<file path="config.mk">
export PLATFORM = sky130hd
export DESIGN_NAME = ipi_core_bank
export DESIGN_NICKNAME = d
export VERILOG_FILES = /design/src/rtl/ipi_bank_pkg.sv /design/src/rtl/ipi_bank_decode.sv /design/src/rtl/ipi_bank_status.sv /design/src/rtl/ipi_bank_mailbox.sv /design/src/rtl/ipi_core_bank.sv
export SDC_FILE = /design/constraint.sdc
export NUM_CORES = 1
export LEC_CHECK = 0
export BUFFER_PORTS_ARGS = -buffer_cell sky130_fd_sc_hd__clkbuf_2
export CORE_MARGIN = 2
export CORE_UTILIZATION = 31
export CTS_CLUSTER_DIAMETER = 60
export DETAILED_ROUTE_END_ITERATION = 12
export PLACE_DENSITY_LB_ADDON = 0.2
export SYNTH_ARGS = -nofsm -noshare
export SYNTH_HDL_FRONTEND = slang
export SYNTH_SLANG_ARGS = --single-unit
</file>
<file path="constraint.sdc">
create_clock -name clk -period 3 [get_ports clk]
set_input_delay 0.3 -clock clk [delete_from_list [all_inputs] [get_ports clk]]
set_output_delay 0.3 -clock clk [all_outputs]
set_load 0.01 [all_outputs]
</file>
<file path="src/rtl/ipi_bank_pkg.sv">
package ipi_bank_pkg;

    // register bus word width
    localparam int REG_W = 32;

    // word offsets (byte offset >> 2) inside the decoded 8-bit window
    localparam logic [5:0] WORD_PEND   = 6'd0;   // 0x00
    localparam logic [5:0] WORD_ENABLE = 6'd1;   // 0x04
    localparam logic [5:0] WORD_SET    = 6'd2;   // 0x08
    localparam logic [5:0] WORD_CLEAR  = 6'd3;   // 0x0C
    localparam logic [5:0] WORD_MBX0   = 6'd8;   // 0x20

    typedef enum logic [2:0] {
        SEL_NONE,
        SEL_PEND,
        SEL_ENABLE,
        SEL_SET,
        SEL_CLEAR,
        SEL_MBX
    } reg_sel_e;

endpackage

</file>
<file path="src/rtl/ipi_bank_decode.sv">
module ipi_bank_decode
    import ipi_bank_pkg::*;
#(
    parameter int MBX_WORDS = 8,
    parameter int IDX_W     = 3
) (
    input  logic [5:0]       word_off,
    output reg_sel_e         sel,
    output logic [IDX_W-1:0] mbx_idx
);

    localparam int MBX_FIRST = int'(WORD_MBX0);
    localparam int MBX_LAST  = MBX_FIRST + MBX_WORDS - 1;

    logic [5:0] mbx_rel;

    always_comb begin
        mbx_rel = word_off - WORD_MBX0;
        mbx_idx = mbx_rel[IDX_W-1:0];
        if (word_off == WORD_PEND) begin
            sel = SEL_PEND;
        end else if (word_off == WORD_ENABLE) begin
            sel = SEL_ENABLE;
        end else if (word_off == WORD_SET) begin
            sel = SEL_SET;
        end else if (word_off == WORD_CLEAR) begin
            sel = SEL_CLEAR;
        end else if ((int'(word_off) >= MBX_FIRST) && (int'(word_off) <= MBX_LAST)) begin
            sel = SEL_MBX;
        end else begin
            sel = SEL_NONE;
        end
    end

endmodule

</file>
<file path="src/rtl/ipi_bank_status.sv">
module ipi_bank_status #(
    parameter int DATA_W = 32
) (
    input  logic              clk,
    input  logic              rst_n,
    input  logic              en_wr,
    input  logic              set_wr,
    input  logic              clr_wr,
    input  logic [DATA_W-1:0] wdata,
    output logic [DATA_W-1:0] pend_q,
    output logic [DATA_W-1:0] enable_q,
    output logic              irq_q
);

    typedef struct packed {
        logic [DATA_W-1:0] pend;
        logic [DATA_W-1:0] enable;
        logic              irq;
    } stat_t;

    stat_t st_d, st_q;

    always_comb begin
        st_d = st_q;
        if (en_wr) begin
            st_d.enable = wdata;
        end
        if (set_wr) begin
            st_d.pend = st_q.pend | wdata;
            if ((st_d.pend != '0) && ((st_d.pend & st_q.enable) != '0)) begin
                st_d.irq = 1'b1;
            end
        end
        if (clr_wr) begin
            st_d.pend = st_q.pend & ~wdata;
            if ((st_d.pend == '0) && (st_q.enable != '0)) begin
                st_d.irq = 1'b0;
            end
        end
    end

    always_ff @(posedge clk or negedge rst_n) begin
        if (!rst_n) begin
            st_q <= '0;
        end else begin
            st_q <= st_d;
        end
    end

    assign pend_q   = st_q.pend;
    assign enable_q = st_q.enable;
    assign irq_q    = st_q.irq;


    irq_rise_src_chk: assert property (@(posedge clk) disable iff (!rst_n)
        $rose(irq_q) |-> $past(set_wr));


    irq_fall_src_chk: assert property (@(posedge clk) disable iff (!rst_n)
        $fell(irq_q) |-> ($past(clr_wr) && (pend_q == '0) && ($past(enable_q) != '0)));


    set_keeps_bits_chk: assert property (@(posedge clk) disable iff (!rst_n)
        set_wr |=> ((pend_q & $past(pend_q)) == $past(pend_q)));


    clr_adds_none_chk: assert property (@(posedge clk) disable iff (!rst_n)
        clr_wr |=> ((pend_q & ~$past(pend_q)) == '0));


    pend_hold_chk: assert property (@(posedge clk) disable iff (!rst_n)
        (!set_wr && !clr_wr) |=> $stable(pend_q));


    enable_irq_hold_chk: assert property (@(posedge clk) disable iff (!rst_n)
        (en_wr && !set_wr && !clr_wr) |=> $stable(irq_q));

endmodule

</file>
<file path="src/rtl/ipi_bank_mailbox.sv">
module ipi_bank_mailbox #(
    parameter int MBX_WORDS = 8,
    parameter int DATA_W    = 32,
    parameter int IDX_W     = 3
) (
    input  logic              clk,
    input  logic              rst_n,
    input  logic              wr,
    input  logic [IDX_W-1:0]  idx,
    input  logic [DATA_W-1:0] wdata,
    output logic [DATA_W-1:0] rd_word
);

    logic [DATA_W-1:0] mbx_d [MBX_WORDS];
    logic [DATA_W-1:0] mbx_q [MBX_WORDS];

    for (genvar g = 0; g < MBX_WORDS; g++) begin : g_word
        logic hit;

        always_comb begin
            hit      = wr && (int'(idx) == g);
            mbx_d[g] = hit ? wdata : mbx_q[g];
        end

        always_ff @(posedge clk or negedge rst_n) begin
            if (!rst_n) begin
                mbx_q[g] <= '0;
            end else begin
                mbx_q[g] <= mbx_d[g];
            end
        end


        mbx_other_stable_chk: assert property (@(posedge clk) disable iff (!rst_n)
            !(wr && (int'(idx) == g)) |=> $stable(mbx_q[g]));
    end

    always_comb begin
        rd_word = '0;
        for (int i = 0; i < MBX_WORDS; i++) begin
            if (int'(idx) == i) begin
                rd_word = mbx_q[i];
            end
        end
    end

endmodule

</file>
<file path="src/rtl/ipi_core_bank.sv">
module ipi_core_bank
    import ipi_bank_pkg::*;
#(
    parameter int ADDR_W    = 16,
    parameter int MBX_WORDS = 8
) (
    input  logic             clk,
    input  logic             rst_n,
    input  logic             req_valid,
    input  logic             req_write,
    input  logic [ADDR_W-1:0] req_addr,
    input  logic [REG_W-1:0] req_wdata,
    output logic             rsp_valid,
    output logic [REG_W-1:0] rsp_rdata,
    output logic             ro_wr_err,
    output logic             irq_o
);

    localparam int IDX_W = (MBX_WORDS > 1) ? $clog2(MBX_WORDS) : 1;

    typedef struct packed {
        logic             valid;
        logic [REG_W-1:0] rdata;
        logic             err;
    } rsp_t;

    rsp_t rsp_d, rsp_q;

    logic [5:0]       word_off;
    reg_sel_e         sel;
    logic [IDX_W-1:0] mbx_idx;
    logic             do_wr, do_rd;
    logic             en_wr, set_wr, clr_wr, mbx_wr;
    logic [REG_W-1:0] pend_q, enable_q, mbx_word;
    logic             irq_q;

    // address bits outside the decoded window are ignored
    logic unused_addr_bits;
    assign unused_addr_bits = ^{req_addr[ADDR_W-1:8], req_addr[1:0]};

    assign word_off = req_addr[7:2];

    ipi_bank_decode #(
        .MBX_WORDS(MBX_WORDS),
        .IDX_W    (IDX_W)
    ) decode_i (
        .word_off(word_off),
        .sel     (sel),
        .mbx_idx (mbx_idx)
    );

    always_comb begin
        do_wr  = req_valid && req_write;
        do_rd  = req_valid && !req_write;
        en_wr  = do_wr && (sel == SEL_ENABLE);
        set_wr = do_wr && (sel == SEL_SET);
        clr_wr = do_wr && (sel == SEL_CLEAR);
        mbx_wr = do_wr && (sel == SEL_MBX);
    end

    ipi_bank_status #(
        .DATA_W(REG_W)
    ) status_i (
        .clk     (clk),
        .rst_n   (rst_n),
        .en_wr   (en_wr),
        .set_wr  (set_wr),
        .clr_wr  (clr_wr),
        .wdata   (req_wdata),
        .pend_q  (pend_q),
        .enable_q(enable_q),
        .irq_q   (irq_q)
    );

    ipi_bank_mailbox #(
        .MBX_WORDS(MBX_WORDS),
        .DATA_W   (REG_W),
        .IDX_W    (IDX_W)
    ) mailbox_i (
        .clk    (clk),
        .rst_n  (rst_n),
        .wr     (mbx_wr),
        .idx    (mbx_idx),
        .wdata  (req_wdata),
        .rd_word(mbx_word)
    );

    always_comb begin
        rsp_d       = '0;
        rsp_d.valid = req_valid;
        rsp_d.err   = do_wr && (sel == SEL_PEND);
        if (do_rd) begin
            unique case (sel)
                SEL_PEND:   rsp_d.rdata = pend_q;
                SEL_ENABLE: rsp_d.rdata = enable_q;
                SEL_MBX:    rsp_d.rdata = mbx_word;
                default:    rsp_d.rdata = '0;
            endcase
        end
    end

    always_ff @(posedge clk or negedge rst_n) begin
        if (!rst_n) begin
            rsp_q <= '0;
        end else begin
            rsp_q <= rsp_d;
        end
    end

    assign rsp_valid = rsp_q.valid;
    assign rsp_rdata = rsp_q.rdata;
    assign ro_wr_err = rsp_q.err;
    assign irq_o     = irq_q;


    rsp_follows_req_chk: assert property (@(posedge clk) disable iff (!rst_n)
        req_valid |=> rsp_valid);


    no_spurious_rsp_chk: assert property (@(posedge clk) disable iff (!rst_n)
        !req_valid |=> !rsp_valid);


    write_rdata_zero_chk: assert property (@(posedge clk) disable iff (!rst_n)
        do_wr |=> (rsp_rdata == '0));


    setclr_read_zero_chk: assert property (@(posedge clk) disable iff (!rst_n)
        (do_rd && ((sel == SEL_SET) || (sel == SEL_CLEAR))) |=> (rsp_rdata == '0));


    undecoded_read_zero_chk: assert property (@(posedge clk) disable iff (!rst_n)
        (do_rd && (sel == SEL_NONE)) |=> (rsp_rdata == '0));


    ro_err_with_rsp_chk: assert property (@(posedge clk) disable iff (!rst_n)
        ro_wr_err |-> rsp_valid);


    enable_readback_chk: assert property (@(posedge clk) disable iff (!rst_n)
        en_wr |=> (enable_q == $past(req_wdata)));

endmodule

</file>
==> impl_metrics.tcl <==
set metrics [dict create \
    p_leak_nw 8.66 \
    cp_top_family "buffers and inverters" \
    clock_skew_ns 0.0254 \
    hold_ws_ns 0.0903 \
    synth_top_area_share 0.552 \
    slew_headroom 0.354 \
    wl_per_cell_um 23.5 \
    clock.fmax_mhz 454 \
    cts_buffers 44 \
    yosys_most_used_dff "dfrtp_1" \
    drt.antenna.violating_nets 0 \
    drt_wl_total_mm 48.6 \
    clk_latency_ns 0.57 \
    crit_path_start_kind "primary input" \
    avgSynthCellArea_um2 12.4 \
    yosysWarnings 0 \
    synth_most_common_cell "dfrtp_1" \
    drt_iter0_drc 787 \
    period_share 0.734 \
    synth.ff_latch_count 355 \
    viasPerCell 5.40 \
    synth_top_area_cell "dfrtp_1" \
    synthMuxAreaShare 0.222 \
    syn_to_final_growth_pct 18.0 \
    yosysSeqAreaShare 0.552 \
    crit_path_max_incr_delay_ns 0.79 \
    setup_viol 0 \
    dp_hpwl_mm 30.3 \
    crit_slowest_cell "nor2_4" \
    cts_tree "done" \
    synthTopCellsByCount "dfrtp_1 (355), mux2_2 (266), o21ai_0 (100), a21oi_1 (95), clkbuf_1 (72)" \
    synth_edf_count 0 \
    diodes 0 \
    synth_area_leaders "dfrtp_1 (55%), mux2_2 (19%), o21ai_0 (3.1%)" \
    fp.dieArea_mm2 0.0537 \
    ir_drop_mv 0.365 \
    synthArstFlopShare 1.00 \
    ios 87 \
    syn_inst 1298 \
    crit_required_ns 3.45 \
    core-area_mm2 0.0513 \
    path_clk_slew_ns 0.06 \
    grt.overflow.total 0 \
    synth_compound_area_frac 0.147 \
    cts_root_buf "clkbuf_16" \
    fp.dieH_um 232 \
    critPathArrivalTime_ns 2.65 \
    synthAdderAreaFrac 0 \
    status "finished, final reports clean" \
    end_kind "register" \
    synth_top_family_by_area "multiplexers" \
    layoutNonFillerInstCount 2071 \
    worstHoldPathType "primary input to register" \
    grt_usage 0.183 \
    vias 11200 \
    final.min_clock_period_ns 2.20 \
    grt_start_max_net_pins 81 \
    finalHoldViolations 0 \
    path_buf_inv 3 \
    clockBufferDepth 3 \
    synth.distinct_cells 43 \
    maxCapViolCount 0 \
    fill_cells 5105 \
    port_buffers 76 \
    antenna_found_initial 1 \
    core.rowCount 83 \
    synthXorXnorAreaFrac 0 \
    drv_slew 0 \
    grt_pass1_vias 11400 \
    fin_nets 1408 \
    fin_tns_setup_ns 0 \
    drive_gt1_frac 0.352 \
    cts_htree_levels 2 \
    dr.pass1.iters 5 \
    globalplace.congestion 0.858 \
    dp.cells 1988 \
    path_cells "dlygate4sd3_1 > clkbuf_2 > nand3_4 > nor2_4 > buf_4 > mux2_2" \
    yosys.area_share.simple 0.0411 \
    syn_area_mm2 0.0161 \
    path_class "primary input to register" \
    rsz0062_at_grt "no" \
    cp_max_fo 23 \
    p_total_mw 11.8 \
    grt_pass1_wl_mm 74.5 \
    drcViolationCount 0 \
    syn-num-nets 1350 \
    worstMarginPinSlew_ns 0.966 \
    clock-sinks 355 \
    powerDensity_mw_per_mm2 624 \
    dieWidth_um 232 \
    initial_utilization 0.313 \
]
[layer usage]
metal,share of wire,vias up,track usage
met5,0.00033,-,0
met4,0.017,2,0.0443
met3,0.044,59,0.0336
met2,0.45,255,0.283
met1,0.49,5908,0.266
li1,-,4965,-
[state kept, by name (all words and copies together) (netlist names), named ones only]
signal             cells
status_i.enable_q     32
status_i.irq_q         1
ro_wr_err              1
rsp_valid              1
rsp_rdata             32
mailbox_i.mbx_q      256
[layout by cell type, fill, tap and decap left out, types with 9 or more instances in the layout]
| master | count |
|---|---|
| mux2i_1 | 31 |
| o2bb2ai_1 | 31 |
| mux2_2 | 266 |
| o22ai_1 | 37 |
| clkbuf_16 | 46 |
| clkbuf_2 | 72 |
| nand4_1 | 15 |
| a211o_1 | 31 |
| a22oi_1 | 31 |
| dfrtp_1 | 355 |
| nor4_1 | 25 |
| mux2_1 | 9 |
| clkbuf_1 | 14 |
| buf_4 | 40 |
| nor2_1 | 32 |
| o21ai_0 | 100 |
| a22o_1 | 31 |
| buf_12 | 13 |
| inv_1 | 24 |
| clkbuf_8 | 13 |
| a21oi_1 | 95 |
[where the power goes]
part | switching, mW | internal (mW) | total [mW]
Clock | 2.07 | 3.32 | 5.39
Sequential | 0.234 | 5.15 | 5.38
Combinational | 0.594 | 0.484 | 1.08
[final cells by class]
class	count	area (µm²)	share of cell area
timing repair buffer	130	966	0.0509
sequential	355	8880	0.468
multi-input combinational	801	6690	0.353
clock inverter	8	114	0.00600
clock buffer	73	1380	0.0729
tap	680	851	0.0448
inverter	24	90.1	0.00475
[through the flow]
stage               area, µm²  setup WS (ns)   util
detailed placement      17500          0.447  0.340
global route            19000          0.708  0.370
floorplan               16100           1.05      -
CTS                     19000          0.797  0.370
finish                  19000          0.798  0.370
global placement        17500          0.493  0.340
[path summary, 6_finish.rpt]
kind / start / to / slack (ns) / cells after the start
setup / recovery: req_valid / mailbox_i.mbx_q[41] / 0.80 / 6
hold / removal: req_wdata[13] / mailbox_i.mbx_q[237] / 0.09 / 2
setup reg to reg: register / status_i.irq_q / 0.93 / 5
hold reg to reg: mailbox_i.mbx_q[98] / mailbox_i.mbx_q[98] / 0.48 / 2
max in group asynchronous: rst_n / mailbox_i.mbx_q[111] / 1.76 / 3
min in group asynchronous: rst_n / mailbox_i.mbx_q[223] / 0.34 / 2
[kinds of logic (layout without fill, tap and decap cells)]
kind of cell,Yosys count,in the layout
multiplexers,316,316
buffers and inverters,142,235
flip-flops,355,355
AND/OR/NAND/NOR,116,116
AO/OA/AOI/OAI,369,369
[timing repair]
item / 4_1_cts / 5_1_grt
setup buffers: 0 / 0
hold buffers: 2 / 0
endpoints found under the hold margin: 69 / 0
resized for setup: 0 / 0
Power figures use the tool's default switching activity.
